--- src/rtl/lbs_pkg.sv ---
package lbs_pkg;
    localparam int WORD_W   = 64;   // payload bits per block
    localparam int HIST_W   = 58;   // highest polynomial term
    localparam int TAP_NEAR = 39;   // middle polynomial term

    // legal sync header: the two bits differ
    function automatic logic hdr_ok(input logic [1:0] h);
        return h[0] ^ h[1];
    endfunction
endpackage

--- src/rtl/lbs_lock_fsm.sv ---
module lbs_lock_fsm #(
    parameter int LOCK_GOOD = 64,
    parameter int SLIP_WAIT = 4,
    parameter int LOSS_WIN  = 64,
    parameter int LOSS_BAD  = 16
) (
    input  logic clk,
    input  logic rst_n,
    input  logic hdr_valid,
    output logic lock,
    output logic lock_nxt,
    output logic slip
);
    localparam int GW = $clog2(LOCK_GOOD + 1);
    localparam int WW = $clog2(SLIP_WAIT + 2);
    localparam int LW = $clog2(LOSS_WIN);
    localparam int BW = $clog2(LOSS_BAD + 1);

    typedef struct packed {
        logic          locked;
        logic          slip;
        logic [GW-1:0] good;
        logic [WW-1:0] hold;
        logic [LW-1:0] win;
        logic [BW-1:0] bad;
    } lock_st_t;

    lock_st_t st_d, st_q;
    logic [BW-1:0] bad_sum;

    always_comb begin
        st_d      = st_q;
        st_d.slip = 1'b0;
        bad_sum   = st_q.bad + {{(BW-1){1'b0}}, ~hdr_valid};
        if (!st_q.locked) begin
            st_d.win = '0;
            st_d.bad = '0;
            if (st_q.hold != '0) begin
                st_d.hold = st_q.hold - 1'b1;           // block ignored
            end else if (!hdr_valid) begin
                st_d.slip = 1'b1;
                st_d.good = '0;
                st_d.hold = WW'(SLIP_WAIT);
            end else if (st_q.good == GW'(LOCK_GOOD - 1)) begin
                st_d.locked = 1'b1;
                st_d.good   = '0;
            end else begin
                st_d.good = st_q.good + 1'b1;
            end
        end else begin
            if (bad_sum == BW'(LOSS_BAD)) begin
                st_d.locked = 1'b0;
                st_d.win    = '0;
                st_d.bad    = '0;
            end else if (st_q.win == LW'(LOSS_WIN - 1)) begin
                st_d.win = '0;
                st_d.bad = '0;
            end else begin
                st_d.win = st_q.win + 1'b1;
                st_d.bad = bad_sum;
            end
        end
    end

    always_ff @(posedge clk or negedge rst_n) begin
        if (!rst_n) st_q <= '0;
        else        st_q <= st_d;
    end

    assign lock     = st_q.locked;
    assign lock_nxt = st_d.locked;
    assign slip     = st_q.slip;
endmodule

--- src/rtl/lbs_ber_mon.sv ---
module lbs_ber_mon #(
    parameter int WIN = 48828,
    parameter int BAD = 16
) (
    input  logic clk,
    input  logic rst_n,
    input  logic en,
    input  logic hdr_valid,
    output logic hi_ber
);
    localparam int WW = $clog2(WIN);
    localparam int BW = $clog2(BAD + 2);

    typedef struct packed {
        logic [WW-1:0] win;
        logic [BW-1:0] bad;
        logic          flag;
    } ber_st_t;

    ber_st_t st_d, st_q;
    logic [BW-1:0] bad_sum;

    always_comb begin
        st_d    = st_q;
        bad_sum = st_q.bad + {{(BW-1){1'b0}}, ~hdr_valid};
        if (!en) begin
            st_d = '0;
        end else if (st_q.win == WW'(WIN - 1)) begin
            st_d = '0;                                   // window ends
        end else begin
            st_d.win = st_q.win + 1'b1;
            st_d.bad = (st_q.bad == BW'(BAD)) ? st_q.bad : bad_sum;
            if (bad_sum == BW'(BAD)) st_d.flag = 1'b1;
        end
    end

    always_ff @(posedge clk or negedge rst_n) begin
        if (!rst_n) st_q <= '0;
        else        st_q <= st_d;
    end

    assign hi_ber = st_q.flag;
endmodule

--- src/rtl/lbs_descrambler.sv ---
module lbs_descrambler
    import lbs_pkg::*;
(
    input  logic              clk,
    input  logic              rst_n,
    input  logic              en,
    input  logic [1:0]        in_hdr,
    input  logic [WORD_W-1:0] in_data,
    output logic [1:0]        out_hdr,
    output logic [WORD_W-1:0] out_data
);
    localparam int EXT_W = WORD_W + HIST_W;

    typedef struct packed {
        logic [HIST_W-1:0] hist;
        logic [1:0]        hdr;
        logic [WORD_W-1:0] data;
    } dsc_st_t;

    dsc_st_t st_d, st_q;
    logic [EXT_W-1:0]  ext;
    logic [WORD_W-1:0] plain;

    always_comb begin
        ext = {in_data, st_q.hist};
        for (int i = 0; i < WORD_W; i++) begin
            plain[i] = ext[i + HIST_W] ^ ext[i + HIST_W - TAP_NEAR] ^ ext[i];
        end
        st_d.hist = ext[EXT_W-1:WORD_W];
        st_d.hdr  = in_hdr;
        st_d.data = en ? plain : '0;
    end

    always_ff @(posedge clk or negedge rst_n) begin
        if (!rst_n) st_q <= '0;
        else        st_q <= st_d;
    end

    assign out_hdr  = st_q.hdr;
    assign out_data = st_q.data;
endmodule

--- src/rtl/lbs_scrambler.sv ---
module lbs_scrambler
    import lbs_pkg::*;
(
    input  logic              clk,
    input  logic              rst_n,
    input  logic [WORD_W-1:0] in_data,
    output logic [WORD_W-1:0] out_data
);
    localparam int EXT_W = WORD_W + HIST_W;

    typedef struct packed {
        logic [HIST_W-1:0] hist;
        logic [WORD_W-1:0] data;
    } scr_st_t;

    scr_st_t st_d, st_q;
    logic [EXT_W-1:0] ext;

    always_comb begin
        ext[HIST_W-1:0] = st_q.hist;
        for (int i = 0; i < WORD_W; i++) begin
            ext[i + HIST_W] = in_data[i] ^ ext[i + HIST_W - TAP_NEAR] ^ ext[i];
        end
        st_d.hist = ext[EXT_W-1:WORD_W];
        st_d.data = ext[EXT_W-1:HIST_W];
    end

    always_ff @(posedge clk or negedge rst_n) begin
        if (!rst_n) st_q <= '0;
        else        st_q <= st_d;
    end

    assign out_data = st_q.data;
endmodule

--- src/rtl/line_block_sync.sv ---
module line_block_sync
    import lbs_pkg::*;
#(
    parameter int LOCK_GOOD = 64,
    parameter int SLIP_WAIT = 4,
    parameter int LOSS_WIN  = 64,
    parameter int LOSS_BAD  = 16,
    parameter int BER_WIN   = 48828,
    parameter int BER_BAD   = 16
) (
    input  logic              clk,
    input  logic              rst_n,
    input  logic [1:0]        rx_hdr,
    input  logic [WORD_W-1:0] rx_data,
    output logic              rx_slip,
    output logic [1:0]        out_hdr,
    output logic [WORD_W-1:0] out_data,
    output logic              out_lock,
    output logic              out_hi_ber,
    input  logic [WORD_W-1:0] tx_data,
    output logic [WORD_W-1:0] tx_scr
);
    logic hdr_good;
    logic lock_nxt;

    assign hdr_good = hdr_ok(rx_hdr);

    lbs_lock_fsm #(
        .LOCK_GOOD(LOCK_GOOD), .SLIP_WAIT(SLIP_WAIT),
        .LOSS_WIN(LOSS_WIN),   .LOSS_BAD(LOSS_BAD)
    ) u_lock (
        .clk(clk), .rst_n(rst_n), .hdr_valid(hdr_good),
        .lock(out_lock), .lock_nxt(lock_nxt), .slip(rx_slip)
    );

    lbs_ber_mon #(.WIN(BER_WIN), .BAD(BER_BAD)) u_ber (
        .clk(clk), .rst_n(rst_n), .en(out_lock & lock_nxt),
        .hdr_valid(hdr_good), .hi_ber(out_hi_ber)
    );

    lbs_descrambler u_dsc (
        .clk(clk), .rst_n(rst_n), .en(lock_nxt),
        .in_hdr(rx_hdr), .in_data(rx_data),
        .out_hdr(out_hdr), .out_data(out_data)
    );

    lbs_scrambler u_scr (
        .clk(clk), .rst_n(rst_n), .in_data(tx_data), .out_data(tx_scr)
    );
endmodule

--- config.mk ---
export PLATFORM = sky130hd
export DESIGN_NAME = line_block_sync
export DESIGN_NICKNAME = d
export VERILOG_FILES = /design/src/rtl/lbs_pkg.sv /design/src/rtl/lbs_lock_fsm.sv /design/src/rtl/lbs_ber_mon.sv /design/src/rtl/lbs_descrambler.sv /design/src/rtl/lbs_scrambler.sv /design/src/rtl/line_block_sync.sv
export SDC_FILE = /design/constraint.sdc
export NUM_CORES = 1
export LEC_CHECK = 0
export ABC_AREA = 1
export CORE_ASPECT_RATIO = 0.8
export CORE_MARGIN = 1
export CORE_UTILIZATION = 60
export CTS_CLUSTER_DIAMETER = 200
export CTS_CLUSTER_SIZE = 16
export DETAILED_ROUTE_END_ITERATION = 12
export DONT_BUFFER_PORTS = 1
export PLACE_DENSITY = 0.76
export SYNTH_ARGS = -nofsm -noshare
export SYNTH_HDL_FRONTEND = slang
export SYNTH_SLANG_ARGS = --single-unit
--- constraint.sdc ---
create_clock -name clk -period 2.2 [get_ports clk]
set_input_delay 0.22 -clock clk [delete_from_list [all_inputs] [get_ports clk]]
set_output_delay 0.22 -clock clk [all_outputs]
set_load 0.005 [all_outputs]
==> run_results.csv <==
group,metric,value,unit
layout,syn_to_final_growth,13.8,%
placed_design,dp_hpwl,15200,µm
floorplan,die_h,121,µm
cts,clockBufferDepth,3,
logic_synthesis,synth_flop_cell,"dfrtp_1",
setup_path,critPathKind,"reg2reg",
drt,wire_per_inst,18.3,µm
drt,viasPerCell,5.12,
power,switchingPower,4090,µW
drt,drt-met1-wl,8960,µm
layout,postLayoutCoreUtil,69.7,%
timing,worstMarginPinSlew,490,ps
setup_path,cp_max_fo,26,
timing,setup_violations,0,
setup_path,crit_path_max_incr_delay,380,ps
cts,h-tree-depth,1,
cts,clkSlewWorstSetupHoldPaths,70,ps
logic_synthesis,synth.most_common_cell,"dfrtp_1",
drt,drc,0,
logic_synthesis,synth_cell_type_count,25,
setup_path,ff2ff_path_depth,9,
logic_synthesis,ys_ff_latch,233,
cts,cts_buffers,18,
timing,setup_tns,0,ps
placed_design,dp_cells,1130,
layout,drive_gt1_share,8.20,%
setup_path,r2r_setup_slack,330,ps
timing,timing.fmax,0.534,GHz
layout,nets,1176,
setup_path,cpMaxStageDelayCell,"dfrtp_1",
floorplan,dieArea,18200,µm²
setup_path,cp-start-kind,"register",
cts,postCtsHoldBufs,112,
setup_path,critPathCapture,"u_dsc.out_data[55]$_DFF_PN0_",
logic_synthesis,synthesis.nets,1110,
cts,cts-root-buf,"clkbuf_16",
logic_synthesis,avgSynthCellArea,10.9,µm²
logic_synthesis,yosysTopAreaCell,"dfrtp_1",
cts,postCtsResizedCells,0,
cts,tritoncts,"built",
logic_synthesis,synth-edff-count,0,
power,power_density,1010,nW/µm²
job,cap_violations,0,
global_route,grt_overflow,0,
drt,postRouteAntennaNets,0,
drt,vias,6466,
run_status,outcome,"complete, but fails checks",
logic_synthesis,yosys-top-cells-count,"dfrtp_1 (233), xnor2_1 (139), nand2_1 (125)",
power,ir_drop,0.587,mV
global_route,grt_max_degree,234,
cts,postCtsSetupRepairBufs,0,
layout,seqCellArea,5830,µm²
setup_path,crit_family,"adder cells",
global_route,grt_pass1_vias,6762,
run_status,violations,"negative hold slack",
global_route,antenna_found_initial,1,
timing,fin_crit,1870,ps
setup_path,crit_path_end_kind,"register",
layout,multiInputGateArea,3900,µm²
setup_path,cp_cell_sequence,"ha_1, ha_1, inv_1, nand2_1, a21oi_1, nand3_1, nand2_4, buf_12, a21oi_1",
floorplan,chipWidth,151,µm
floorplan,core_area,17300,µm²
layout,nFillCells,1169,
cts,clkSinkCount,233,
drt,routed_wl,23100,µm
hold_path,min_path_type,"in2async",
power,p_int,8100,µW
power,p_leak,0.00548,µW
power,p_seq_share,49.8,%
floorplan,ioPinCount,265,
floorplan,start_util,61.2,%
layout,finalNonFillerCells,1262,
floorplan,rows,43,
power,switching_share,33.6,%
timing,fin_crit_sh,85.1,%
setup_path,crit_buf_inv,2,
global_route,grt_pass1_wl,35300,µm
drt,highest_layer,"met5",
logic_synthesis,synth-async-reset-ratio,100,%
logic_synthesis,syn_inst,971,
drt,dr.first_iter.drc_count,310,
setup_path,arrival,2210,ps
logic_synthesis,synth_top_area_share,55.0,%
timing,fin_skew,10.1,ps
logic_synthesis,synth.area.top_cells,"dfrtp_1 (55%), xnor2_1 (11%), xor2_1 (9.3%)",
placed_design,dpl_cell_area,10500,µm²
setup_path,critPathLaunch,"u_lock.st_q[0]$_DFF_PN0_",
timing,hold_viol,233,
setup_path,cp.required,2540,ps
global_route,gr-usage-all-layers,25.4,%
drt,wl_met2,11500,µm
power,comb_power_share,26.0,%
drt,dr_wl_met3,2030,µm
timing,relSlewSlack,67.4,%
placed_design,port_buffers,0,
logic_synthesis,seq_area_frac_synth,55.0,%
setup_path,crit_cells,9,
power,clkPwrFrac,24.2,%
timing,timing.hold.ws,-564,ps
timing,final_max_slew_viol_count,0,
layout,antenna_cells,0,
drt,drt_first_pass_iters,5,
cts,clock_latency,480,ps
layout,fin_area,12100,µm²
setup_path,r2r_end,"u_dsc.out_data[55]$_DFF_PN0_",
logic_synthesis,syn-cell-area,10600,µm²
placed_design,gp_congestion,0.819,
setup_path,regToRegStartpoint,"u_lock.st_q[0]$_DFF_PN0_",
timing,rsz0062_at_grt,"false",
logic_synthesis,ys.warnings.count,0,
[routing by layer]
layer	vias to the layer above	GRT usage, %
li1	3045	-
met1	3132	30.3
met2	240	44.4
met3	47	7.82
met4	2	6.88
met5	-	0
[metrics by stage]
stage	total power (µW)	worst slack [ps]	hold slack [ps]
after floorplan	8990	270	-75.6
after global placement	8930	257	-70.9
after detailed placement	9030	221	-70.7
after CTS	12200	320	-592
after global routing	12900	186	-588
final	12200	329	-564
[cells in the final DEF (no fill, tap or decap), drive strengths merged]
| master | synthesis | layout |
|---|---|---|
| inv | 87 | 88 |
| xnor2 | 139 | 139 |
| nor2 | 58 | 58 |
| nor3b | 1 | 1 |
| ha | 7 | 7 |
| nand4 | 6 | 6 |
| xor2 | 114 | 114 |
| buf | 73 | 8 |
| mux2i | 1 | 1 |
| a21oi | 71 | 71 |
| nand2 | 128 | 128 |
| and2 | 1 | 1 |
| nand3 | 40 | 40 |
| dfrtp | 233 | 233 |
| nand3b | 1 | 1 |
| dlygate4sd3 | 0 | 112 |
| o21ai | 4 | 4 |
| clkbuf | 1 | 19 |
| nor3 | 4 | 4 |
| or2 | 2 | 2 |
[logic make-up after synthesis]
group / Yosys count / synth area share, %
AO/OA/AOI/OAI: 75 / 5.31
XOR/XNOR: 253 / 21.0
adder cells (fa/ha/maj): 7 / 0.825
buffers and inverters: 161 / 8.40
flip-flops: 233 / 55.0
multiplexers: 1 / 0.0943
AND/OR/NAND/NOR: 241 / 9.47
[power by group through the flow]
stage	logic (µW)	registers [µW]	clock network [µW]
6_report	3160	6070	2950
5_1_grt	3540	6170	3180
4_1_cts	3110	6070	3020
3_5_place_dp	2880	6150	0
3_3_place_gp	2800	6130	0
2_1_floorplan	3260	5720	0
[flip-flops by register name, indices dropped and copies added, names as in the netlist]
register and flops:
u_ber.hi_ber 1, u_ber.st_q 21, u_dsc.ext 58, u_dsc.out_data 64, u_dsc.out_hdr 2, u_lock.lock 1, u_lock.slip 1, u_lock.st_q 21
u_scr.ext 56, u_scr.out_data 8
[layout make-up]
type,instances,area share (%)
sequential,233,48.3
multi-input combinational,577,32.3
clock buffer,19,3.94
tap,225,2.33
inverter,87,2.70
clock inverter,1,0.0725
timing repair buffer,120,10.4
[how the worst min path moves through the flow]
stage,start,to,cells after the start
floorplan,rst_n,u_ber.hi_ber$_DFFE_PN0P_,0
global placement,rst_n,u_scr.ext[26]$_DFF_PN0_,0
detailed placement,rst_n,u_scr.ext[26]$_DFF_PN0_,0
CTS,rst_n,u_scr.ext[18]$_DFF_PN0_,0
finish,rst_n,u_scr.ext[26]$_DFF_PN0_,0
global route,rst_n,u_scr.ext[20]$_DFF_PN0_,0
No activity file was read; power rests on OpenSTA's default activity.
